<file path="config.mk">
export PLATFORM = sky130hd
export DESIGN_NAME = acc_core
export DESIGN_NICKNAME = d
export VERILOG_FILES = /design/src/rtl/acc_pkg.sv /design/src/rtl/acc_ctrl.sv /design/src/rtl/acc_dpath.sv /design/src/rtl/acc_core.sv
export SDC_FILE = /design/constraint.sdc
export NUM_CORES = 1
export LEC_CHECK = 0
export ABC_AREA = 1
export BUFFER_PORTS_ARGS = -buffer_cell sky130_fd_sc_hd__buf_2
export CORE_MARGIN = 4
export CORE_UTILIZATION = 31
export CTS_CLUSTER_SIZE = 40
export DETAILED_ROUTE_END_ITERATION = 8
export MAX_ROUTING_LAYER = met4
export PLACE_DENSITY = 0.45
export REMOVE_ABC_BUFFERS = 1
export SETUP_SLACK_MARGIN = 0.2
export SLEW_MARGIN = 20
export SYNTH_ARGS = -nofsm -noshare
export SYNTH_HDL_FRONTEND = slang
export SYNTH_SLANG_ARGS = --single-unit
</file>
<file path="constraint.sdc">
create_clock -name clk -period 6.1 [get_ports clk]
set_clock_uncertainty 0.05 [all_clocks]
set_input_delay 0.61 -clock clk [delete_from_list [all_inputs] [get_ports clk]]
set_output_delay 0.61 -clock clk [all_outputs]
set_load 0.01 [all_outputs]
</file>
<file path="src/rtl/acc_pkg.sv">
package acc_pkg;
  localparam int NIB_W = 4;
  localparam int FN_BRB = 0;
  localparam int FN_ADD = 1;
  localparam int FN_SUB = 2;
  localparam int FN_SVC = 3;

  typedef enum logic [3:0] {
    OP_LDAM = 4'h0, OP_LDBM = 4'h1, OP_STAM = 4'h2, OP_LDAC = 4'h3,
    OP_LDBC = 4'h4, OP_LDAP = 4'h5, OP_LDAI = 4'h6, OP_LDBI = 4'h7,
    OP_STAI = 4'h8, OP_BR   = 4'h9, OP_BRZ  = 4'hA, OP_BRN  = 4'hB,
    OP_SPARE = 4'hC, OP_OPR = 4'hD, OP_PFIX = 4'hE, OP_NFIX = 4'hF
  } opcode_e;

  typedef enum logic [1:0] {ST_FETCH, ST_EXEC, ST_MEM, ST_SVC} state_e;
  typedef enum logic [1:0] {PC_KEEP, PC_INC, PC_REL, PC_BREG} pcSel_e;
  typedef enum logic [2:0] {A_KEEP, A_CONST, A_PCREL, A_ADD, A_SUB, A_MEM} aSel_e;
  typedef enum logic [1:0] {B_KEEP, B_CONST, B_MEM} bSel_e;
  typedef enum logic [1:0] {O_KEEP, O_PFIX, O_NFIX, O_CLEAR} oSel_e;
  typedef enum logic [1:0] {AD_PC, AD_DIRECT, AD_INDEX} adSel_e;

  typedef struct packed {
    pcSel_e pcSel;
    aSel_e  aSel;
    bSel_e  bSel;
    oSel_e  oSel;
    adSel_e adSel;
    logic   rd;
    logic   wr;
  } strobes_t;
endpackage

</file>
<file path="src/rtl/acc_ctrl.sv">
module acc_ctrl
  import acc_pkg::*;
#(
  parameter int DATA_W = 32
) (
  input  logic              clk,
  input  logic              rst,
  input  logic [3:0]        instrOp,
  input  logic [DATA_W-1:0] oprnd,
  input  logic              aZero,
  input  logic              aNeg,
  input  logic              svcAck,
  output strobes_t          strb,
  output logic              svcReq
);
  state_e state, stateNext;
  logic   loadToB, loadToBNext;
  opcode_e op;

  assign op = opcode_e'(instrOp);
  assign svcReq = (state == ST_SVC);

  always_ff @(posedge clk) begin
    if (rst) begin
      state   <= ST_FETCH;
      loadToB <= 1'b0;
    end else begin
      state   <= stateNext;
      loadToB <= loadToBNext;
    end
  end

  always_comb begin
    strb.pcSel  = PC_KEEP;
    strb.aSel   = A_KEEP;
    strb.bSel   = B_KEEP;
    strb.oSel   = O_KEEP;
    strb.adSel  = AD_PC;
    strb.rd     = 1'b0;
    strb.wr     = 1'b0;
    stateNext   = state;
    loadToBNext = loadToB;
    case (state)
      ST_FETCH: begin
        strb.rd   = 1'b1;
        stateNext = ST_EXEC;
      end
      ST_EXEC: begin
        strb.pcSel = PC_INC;
        strb.oSel  = O_CLEAR;
        stateNext  = ST_FETCH;
        case (op)
          OP_PFIX: strb.oSel = O_PFIX;
          OP_NFIX: strb.oSel = O_NFIX;
          OP_LDAM, OP_LDBM, OP_LDAI, OP_LDBI: begin
            strb.rd     = 1'b1;
            strb.adSel  = (op == OP_LDAI || op == OP_LDBI) ? AD_INDEX : AD_DIRECT;
            loadToBNext = (op == OP_LDBM || op == OP_LDBI);
            stateNext   = ST_MEM;
          end
          OP_STAM: begin strb.wr = 1'b1; strb.adSel = AD_DIRECT; end
          OP_STAI: begin strb.wr = 1'b1; strb.adSel = AD_INDEX; end
          OP_LDAC: strb.aSel = A_CONST;
          OP_LDBC: strb.bSel = B_CONST;
          OP_LDAP: strb.aSel = A_PCREL;
          OP_BR:   strb.pcSel = PC_REL;
          OP_BRZ:  if (aZero) strb.pcSel = PC_REL;
          OP_BRN:  if (aNeg) strb.pcSel = PC_REL;
          OP_OPR: begin
            if (oprnd == DATA_W'(FN_BRB))      strb.pcSel = PC_BREG;
            else if (oprnd == DATA_W'(FN_ADD)) strb.aSel = A_ADD;
            else if (oprnd == DATA_W'(FN_SUB)) strb.aSel = A_SUB;
            else if (oprnd == DATA_W'(FN_SVC)) stateNext = ST_SVC;
          end
          default: ;
        endcase
      end
      ST_MEM: begin
        if (loadToB) strb.bSel = B_MEM;
        else         strb.aSel = A_MEM;
        stateNext = ST_FETCH;
      end
      ST_SVC: if (svcAck) stateNext = ST_FETCH;
      default: stateNext = ST_FETCH;
    endcase
  end
endmodule

</file>
<file path="src/rtl/acc_dpath.sv">
module acc_dpath
  import acc_pkg::*;
#(
  parameter int DATA_W = 32
) (
  input  logic              clk,
  input  logic              rst,
  input  strobes_t          strb,
  input  logic [DATA_W-1:0] memRdata,
  output logic [DATA_W-1:0] memAddr,
  output logic [DATA_W-1:0] memWdata,
  output logic [3:0]        instrOp,
  output logic [DATA_W-1:0] oprnd,
  output logic              aZero,
  output logic              aNeg,
  output logic [DATA_W-1:0] regA,
  output logic [DATA_W-1:0] regB
);
  localparam int WORD_SHIFT = 2;

  logic [DATA_W-1:0] pc, oreg, pcInc;

  assign instrOp  = memRdata[2*NIB_W-1:NIB_W];
  assign oprnd    = oreg | DATA_W'(memRdata[NIB_W-1:0]);
  assign pcInc    = pc + DATA_W'(1);
  assign aZero    = (regA == '0);
  assign aNeg     = regA[DATA_W-1];
  assign memWdata = regA;

  always_comb begin
    case (strb.adSel)
      AD_DIRECT: memAddr = oprnd << WORD_SHIFT;
      AD_INDEX:  memAddr = (regB + oprnd) << WORD_SHIFT;
      default:   memAddr = pc;
    endcase
  end

  always_ff @(posedge clk) begin
    if (rst) begin
      pc   <= '0;
      oreg <= '0;
      regA <= '0;
      regB <= '0;
    end else begin
      case (strb.pcSel)
        PC_INC:  pc <= pcInc;
        PC_REL:  pc <= pcInc + oprnd;
        PC_BREG: pc <= regB;
        default: ;
      endcase
      case (strb.oSel)
        O_PFIX:  oreg <= oprnd << NIB_W;
        O_NFIX:  oreg <= (~oprnd) << NIB_W;
        O_CLEAR: oreg <= '0;
        default: ;
      endcase
      case (strb.aSel)
        A_CONST: regA <= oprnd;
        A_PCREL: regA <= pcInc + oprnd;
        A_ADD:   regA <= regA + regB;
        A_SUB:   regA <= regA - regB;
        A_MEM:   regA <= memRdata;
        default: ;
      endcase
      case (strb.bSel)
        B_CONST: regB <= oprnd;
        B_MEM:   regB <= memRdata;
        default: ;
      endcase
    end
  end
endmodule

</file>
<file path="src/rtl/acc_core.sv">
module acc_core
  import acc_pkg::*;
#(
  parameter int DATA_W = 32
) (
  input  logic              clk,
  input  logic              rst,
  output logic [DATA_W-1:0] memAddr,
  output logic              memRead,
  output logic              memWrite,
  output logic [DATA_W-1:0] memWdata,
  input  logic [DATA_W-1:0] memRdata,
  output logic              svcReq,
  input  logic              svcAck,
  output logic [DATA_W-1:0] regA,
  output logic [DATA_W-1:0] regB
);
  strobes_t          strb;
  logic [3:0]        instrOp;
  logic [DATA_W-1:0] oprnd;
  logic              aZero, aNeg;

  assign memRead  = strb.rd;
  assign memWrite = strb.wr;

  acc_ctrl #(.DATA_W(DATA_W)) u_ctrl (
    .clk(clk), .rst(rst), .instrOp(instrOp), .oprnd(oprnd),
    .aZero(aZero), .aNeg(aNeg), .svcAck(svcAck),
    .strb(strb), .svcReq(svcReq)
  );

  acc_dpath #(.DATA_W(DATA_W)) u_dpath (
    .clk(clk), .rst(rst), .strb(strb), .memRdata(memRdata),
    .memAddr(memAddr), .memWdata(memWdata), .instrOp(instrOp),
    .oprnd(oprnd), .aZero(aZero), .aNeg(aNeg),
    .regA(regA), .regB(regB)
  );
endmodule

</file>
-- Word level (Yosys, flattened, before mapping)
Cells that the tools add are included.
- $add $sub $neg: 5
- $mul: 0
- divide/modulo/power cells: 0
- order comparisons: 0
- eq/ne operators: 36
- shift operators: 0
- multiplexer cells: 33
- bitwise logic cells: 2
- reductions and logical operators: 13
- operator list (operator ; number):
    one-hot mux 32 bit (3 select lines) ; 2
    one-hot mux 32 bit (5 select lines) ; 1
    one-hot mux 32 bit (2 select lines) ; 2
    adder 32 bit ; 2
    equality test 32 x 2 -> 1 bit (second input constant) ; 2
    zero test 32 bit ; 2
    adder 32 x 1 -> 32 bit (second input constant) ; 1
    equality test 32 x 1 -> 1 bit (second input constant) ; 1
    bitwise OR 32 x 4 -> 32 bit ; 1
    subtractor 32 bit ; 1
    adder 30 bit ; 1
    equality test 4 bit (second input constant) ; 7
    inverter 28 bit ; 1
    2-to-1 mux 2 bit ; 11
    equality test 2 bit (second input constant) ; 8
    equality test 4 x 3 -> 1 bit (second input constant) ; 4
    one-hot mux 2 bit (4 select lines) ; 2
    2-to-1 mux 3 bit ; 4
    equality test 2 x 1 -> 1 bit (second input constant) ; 5
    one-hot mux 5 bit (2 select lines) ; 1
    one-hot mux 3 bit (3 select lines) ; 1
    equality test 4 x 2 -> 1 bit (second input constant) ; 2
    one-hot mux 2 bit (2 select lines) ; 2
    equality test 3 x 2 -> 1 bit (second input constant) ; 2
    17 further kinds ; 23
- register bits after elaboration: 131
- bits in latches: 0
- RAM bits: 0
- ROM bits: 0
- bits of input ports: 35
- word-level logic and storage cells: 95
- memories kept: 0

-- Longest topological paths before layout
- depth after elaboration: 9
- gate-level depth with buffers: 29
- depth with buffers taken out: 28

-- Cells and area by module
Synthesis repeated with hierarchy kept, for this count alone.
- cell total of the unflattened synthesis: 2758
- area total of the unflattened synthesis: 15532.4 um^2
- by module, submodules not included (module ; instances ; cells each ; area each (um^2) ; seq. area each (um^2)):
    acc_dpath ; 1 ; 2631 ; 14884.3 ; 2482.4
    acc_ctrl ; 1 ; 127 ; 648.1 ; 60.1

-- Worst setup path after synthesis
OpenSTA, ideal clock, no wires.
- kind: in2reg
- start point: input memRdata[0]
- end point: register u_dpath.regA[29] (netlist: u_dpath.memWdata[29])
- setup time: 0.117 ns
- arrival time: 3.741 ns
- data required time: 5.933 ns
- slack: 2.192 ns
- stages on the path: 27
- cell sequence: buf_2 -> nand2_1 -> nor2_1 -> nand2_1 -> nor2_1 -> nand3_1 -> nand2_1 -> nand2_1 -> nand2_1 -> nand2_2 -> nand2_2 -> inv_2 -> buf_2 -> nor2_1 -> xor2_1 -> ha_1 -> a21oi_1 -> nand2_1 -> a21oi_1 -> o21ai_0 -> nand3_1 -> nand2_1 -> or2_2 -> nand3_1 -> nand3_1 -> nor3_1 -> nor2_1
- cells in the longest elaborated chain, start to end: 9
- ends and longest elaborated chain (item ; RTL line ; RTL):
    from (decl) ; acc_core.sv:12 ; input logic [DATA_W-1:0] memRdata,
    bitwise OR 32 x 4 -> 32 bit * ; acc_dpath.sv:24 ; assign oprnd = oreg | DATA_W'(memRdata[NIB_W-1:0]);
    equality test 32 x 2 -> 1 bit ; acc_ctrl.sv:72 ; else if (oprnd == DATA_W'(FN_SUB)) strb.aSel = A_SUB;
    2-to-1 mux 3 bit ; acc_ctrl.sv:72 ;
    2-to-1 mux 3 bit ; acc_ctrl.sv:71 ; else if (oprnd == DATA_W'(FN_ADD)) strb.aSel = A_ADD;
    2-to-1 mux 3 bit ; acc_ctrl.sv:70 ; if (oprnd == DATA_W'(FN_BRB)) strb.pcSel = PC_BREG;
    one-hot mux 3 bit (3 select lines) ; acc_ctrl.sv:52 ; case (op)
    one-hot mux 5 bit (2 select lines) ; acc_ctrl.sv:43 ; case (state)
    equality test 3 bit, or another cell as far along ; acc_dpath.sv:57 ; case (strb.aSel)
    one-hot mux 32 bit (5 select lines) / nonzero test 5 bit (equally long branches) ; - ;
    to (signal assigned) ; acc_dpath.sv:58 ; A_CONST: regA <= oprnd;
    to (signal assigned) ; acc_dpath.sv:59 ; A_PCREL: regA <= pcInc + oprnd;
    to (signal assigned) ; acc_dpath.sv:60 ; A_ADD: regA <= regA + regB;
    to (decl) ; acc_dpath.sv:16 ; output logic [DATA_W-1:0] regA,
Mark *: on every way between the ends. The rest lies on a longest branch, timed or not.
A chain may end at the register's enable or synchronous reset.

-- Worst setup path in the final report
- start point: register u_dpath.oreg[28]
- end point: register u_dpath.regA[20] (netlist: u_dpath.memWdata[20])
- cells in the longest elaborated chain, start to end: 9
- ends and longest elaborated chain (item ; RTL line ; RTL):
    from (decl) ; acc_dpath.sv:21 ; logic [DATA_W-1:0] pc, oreg, pcInc;
    from (signal assigned) ; acc_dpath.sv:52 ; O_PFIX: oreg <= oprnd << NIB_W;
    from (signal assigned) ; acc_dpath.sv:53 ; O_NFIX: oreg <= (~oprnd) << NIB_W;
    bitwise OR 32 x 4 -> 32 bit * ; acc_dpath.sv:24 ;
    equality test 32 x 2 -> 1 bit ; acc_ctrl.sv:72 ;
    2-to-1 mux 3 bit ; acc_ctrl.sv:72 ;
    2-to-1 mux 3 bit ; acc_ctrl.sv:71 ;
    2-to-1 mux 3 bit * ; acc_ctrl.sv:70 ;
    one-hot mux 3 bit (3 select lines) * ; acc_ctrl.sv:52 ;
    one-hot mux 5 bit (2 select lines) * ; acc_ctrl.sv:43 ;
    equality test 3 bit, or another cell as far along ; acc_dpath.sv:57 ;
    one-hot mux 32 bit (5 select lines) / nonzero test 5 bit (equally long branches) ; - ;
Marks and branches as above.

==> summary.txt <==
Clocking
  • Clk pin slew, worst setup/hold paths: 0.07 ns
  • CTS tree: built
  • Clk buf depth: 2
  • Post-CTS Setup Bufs: 0
  • CTS H-Tree Depth: 4
  • Post-CTS resize count: 0
  • Clock Sinks: 127
  • Root Buffer: clkbuf_16
  • Clock insertion delay at the later pin of the skew report: 0.46 ns
  • CTS Hold Bufs: 0
  • Total CTS buffers: 17

Placed design
  • HPWL after DPL: 55470 µm
  • PortBufs: 165
  • Placed cell count: 3056
  • GPL Wtd Cong: 1.008

Logic synthesis
  • Mean Syn Cell Area: 6.059 µm²
  • Cell variety after synth: 57
  • Area contributors post-synth: dfxtp_1, nand2_1, a21oi_1, ha_1, inv_1
  • Asr flop ratio synth: 0
  • Synth Warn #: 0
  • Post-synth EDFFs: 0
  • Largest area contributor in the netlist: dfxtp_1
  • Prevailing post-synth register cell: dfxtp_1
  • Seq cells post-synth: 127
  • Syn Inst Count: 2379
  • Register area share after synthesis: 0.1764
  • Top-count cell post-synth: nand2_1
  • Yosys top cell area share: 0.1764
  • Syn Std Cell Area: 14420 µm²
  • Most frequent cells after synthesis: nand2_1, inv_1, a21oi_1

Setup path
  • Critical setup path kind: flip-flop to flip-flop
  • Max incr delay on CP: 0.42 ns
  • Worst reg2reg setup slack: 0.89 ns
  • CP max FO: 22
  • CP Launch Type: flip-flop
  • Crit path DAT: 5.51 ns
  • Crit path capture type: flip-flop
  • WP data required: 6.40 ns
  • Top cell by count, worst path: nor2_1
  • Slowest cell on crit path: nand2_2
  • WP buf/inv: 2
  • Cell family with most CP delay: simple AND/OR/NAND/NOR gates

Global routing
  • GRT overflow: 0
  • GRT Resource Usage Total: 0.2730
  • Largest net degree at the start of global routing: 63
  • Met2 usage: 0.4206
  • Top Usage Layer GRT: met2
  • Grt met1 use: 0.3886
  • Initial antenna violation count: 0
  • First-pass GRT wire length: 100900 µm
  • Number of global-route vias before repair: 15845
  • GR Util met3: 0.02162

Finish
  • Share of cells above drive strength 1: 0.1162
  • Fill cells: 5157
  • Area Overhead vs Synth: 12.34%
  • # diodes: 0
  • Post-route insts no fill: 3088
  • Finished Core Util: 0.3546
  • Nets@finish: 2614

Pwr
  • Switch Pwr: 1.362 mW
  • Clock power share: 0.340
  • Net Sw Frac: 0.4211
  • Int Power: 1.873 mW
  • Pleak: 8.023 nW
  • Max VDD drop: 210.6 µV
  • Comb pwr share: 0.374
  • Pwr per Cell Area: 199.8 nW/µm²
  • Reg power frac: 0.286

Min path
  • Worst Hold Class: input pin to flip-flop

STA
  • Min cycle time layout: 5.212 ns
  • Final worst path period share: 0.8544
  • RSZ-0062 raised after global routing: no
  • Hold Vio Cnt, Final: 0
  • Headroom to the max-slew limit: 0.2277
  • Setup TNS: 0 ns
  • Fin Hold WS: 0.4188 ns
  • Final setup viols: 0
  • Worst-margin pin slew: 1.155 ns
  • Final Slew Violations: 0
  • Fmax: 191.9 MHz

Floorplanning
  • Die width: 223.6 µm
  • Die area: 50010 µm²
  • Core footprint: 45670 µm²
  • I/O pins: 166
  • # rows: 78
  • Initial core utilization: 0.3156
  • Die Y: 223.6 µm

Detailed routing
  • DRC violations left: 0
  • Routed WL: 69010 µm
  • Vias per cell: 5.381
  • DR iter-0 viols: 1566
  • Antenna-violating nets left: 0
  • Initial DRT Pass Iterations: 5
  • DR vias: 16617
  • Average wire per standard cell: 22.35 µm

Run
  • # Max-Cap Violations: 0

Status
  • Status: finished, final reports clean
==> area by class of cell <==
cell class,count,area [µm²],share of cell area
clock buffer,20,456.7,0.02820
clock inverter,12,136.4,0.008422
inverter,310,1166,0.07201
multi-input combinational,1824,10090,0.6231
sequential,127,2542,0.1570
tap,600,750.7,0.04636
timing repair buffer,195,1051,0.06490
==> cell families after synthesis <==
logic type	synth area share
adder cells (fa/ha/maj)	0.09183
AO/OA/AOI/OAI	0.2615
flip-flops	0.1764
buffers and inverters	0.1246
AND/OR/NAND/NOR	0.2806
XOR/XNOR	0.06501
==> final timing paths <==
check,startpoint,endpoint,cells after the start
max,u_dpath.oreg[28]$_SDFFE_PP0P_,u_dpath.memWdata[20]$_SDFFE_PP0P_,26
min,svcAck,u_ctrl.state[1]$_SDFFE_PP0P_,4
max reg2reg,u_dpath.oreg[28]$_SDFFE_PP0P_,u_dpath.memWdata[20]$_SDFFE_PP0P_,26
min reg2reg,u_ctrl.state[0]$_SDFFE_PP0P_,u_ctrl.state[0]$_SDFFE_PP0P_,2
==> state kept, by name, summed over array words and instances (netlist names) <==
name and flops:
u_dpath.memWdata 32, u_dpath.regB 32, u_dpath.pc 32, u_dpath.oreg 28, u_ctrl.loadToB 1, u_ctrl.state 2
==> power groups by stage <==
stage                     registers (mW)  logic (mW)  clock network (mW)
final                              0.927        1.21                1.10
after CTS                          0.925        1.20                1.11
after global placement             0.943        1.21                   0
after global routing               0.931        1.33                1.14
after floorplan                    0.935       0.761                   0
after detailed placement           0.944        1.19                   0
==> metal layers <==
metal	wire (µm)	up-vias
met5	0	-
met1	33020	7879
met2	30680	536
met3	3940	62
li1	-	8140
met4	1361	0
==> metrics by stage <==
| step | setup WS, ns | cell area, µm² | total power, mW |
|---|---|---|---|
| 3_3_place_gp | 0.9887 | 15600 | 2.148 |
| 2_1_floorplan | 0.5263 | 13780 | 1.696 |
| 3_5_place_dp | 0.9202 | 15600 | 2.135 |
| 5_1_grt | 0.4518 | 16190 | 3.396 |
| 6_report | 0.8884 | 16190 | 3.236 |
| 4_1_cts | 0.9151 | 16190 | 3.231 |
==> cell usage in the layout, fill, tap and decap left out, types with 7 or more instances in the layout <==
| cell | netlist | final |
|---|---|---|
| nor2_1 | 235 | 234 |
| xor2_1 | 100 | 100 |
| o211ai_1 | 10 | 10 |
| a21o_1 | 16 | 16 |
| a21oi_1 | 267 | 267 |
| nor3_1 | 40 | 40 |
| o21ai_0 | 205 | 205 |
| ha_1 | 101 | 98 |
| a22oi_1 | 28 | 28 |
| nand3_1 | 107 | 107 |
| buf_2 | 18 | 165 |
| buf_4 | 42 | 30 |
| nand4_1 | 29 | 29 |
| inv_1 | 291 | 290 |
| o21ai_1 | 29 | 29 |
| o21bai_1 | 9 | 9 |
| a31oi_1 | 36 | 36 |
| a211oi_1 | 31 | 31 |
| dfxtp_1 | 127 | 127 |
| or2_2 | 12 | 12 |
| nand2_1 | 476 | 476 |
| a41oi_1 | 7 | 7 |
| clkbuf_16 | 0 | 17 |
| a21boi_0 | 7 | 7 |
| inv_2 | 16 | 17 |
| nand3b_1 | 7 | 7 |
| xnor2_1 | 7 | 7 |
==> worst reg2reg max path: cells and delay by family, from the launching register on <==
kind,cells,cell delay (ns)
compound gates,4,1.07
xor+xnor,2,0.29
fa+ha+maj,1,0.31
buf+inv,2,0.43
flops,1,0.30
simple gates,17,2.64
Note: power is estimated with default switching activity, not from simulation.
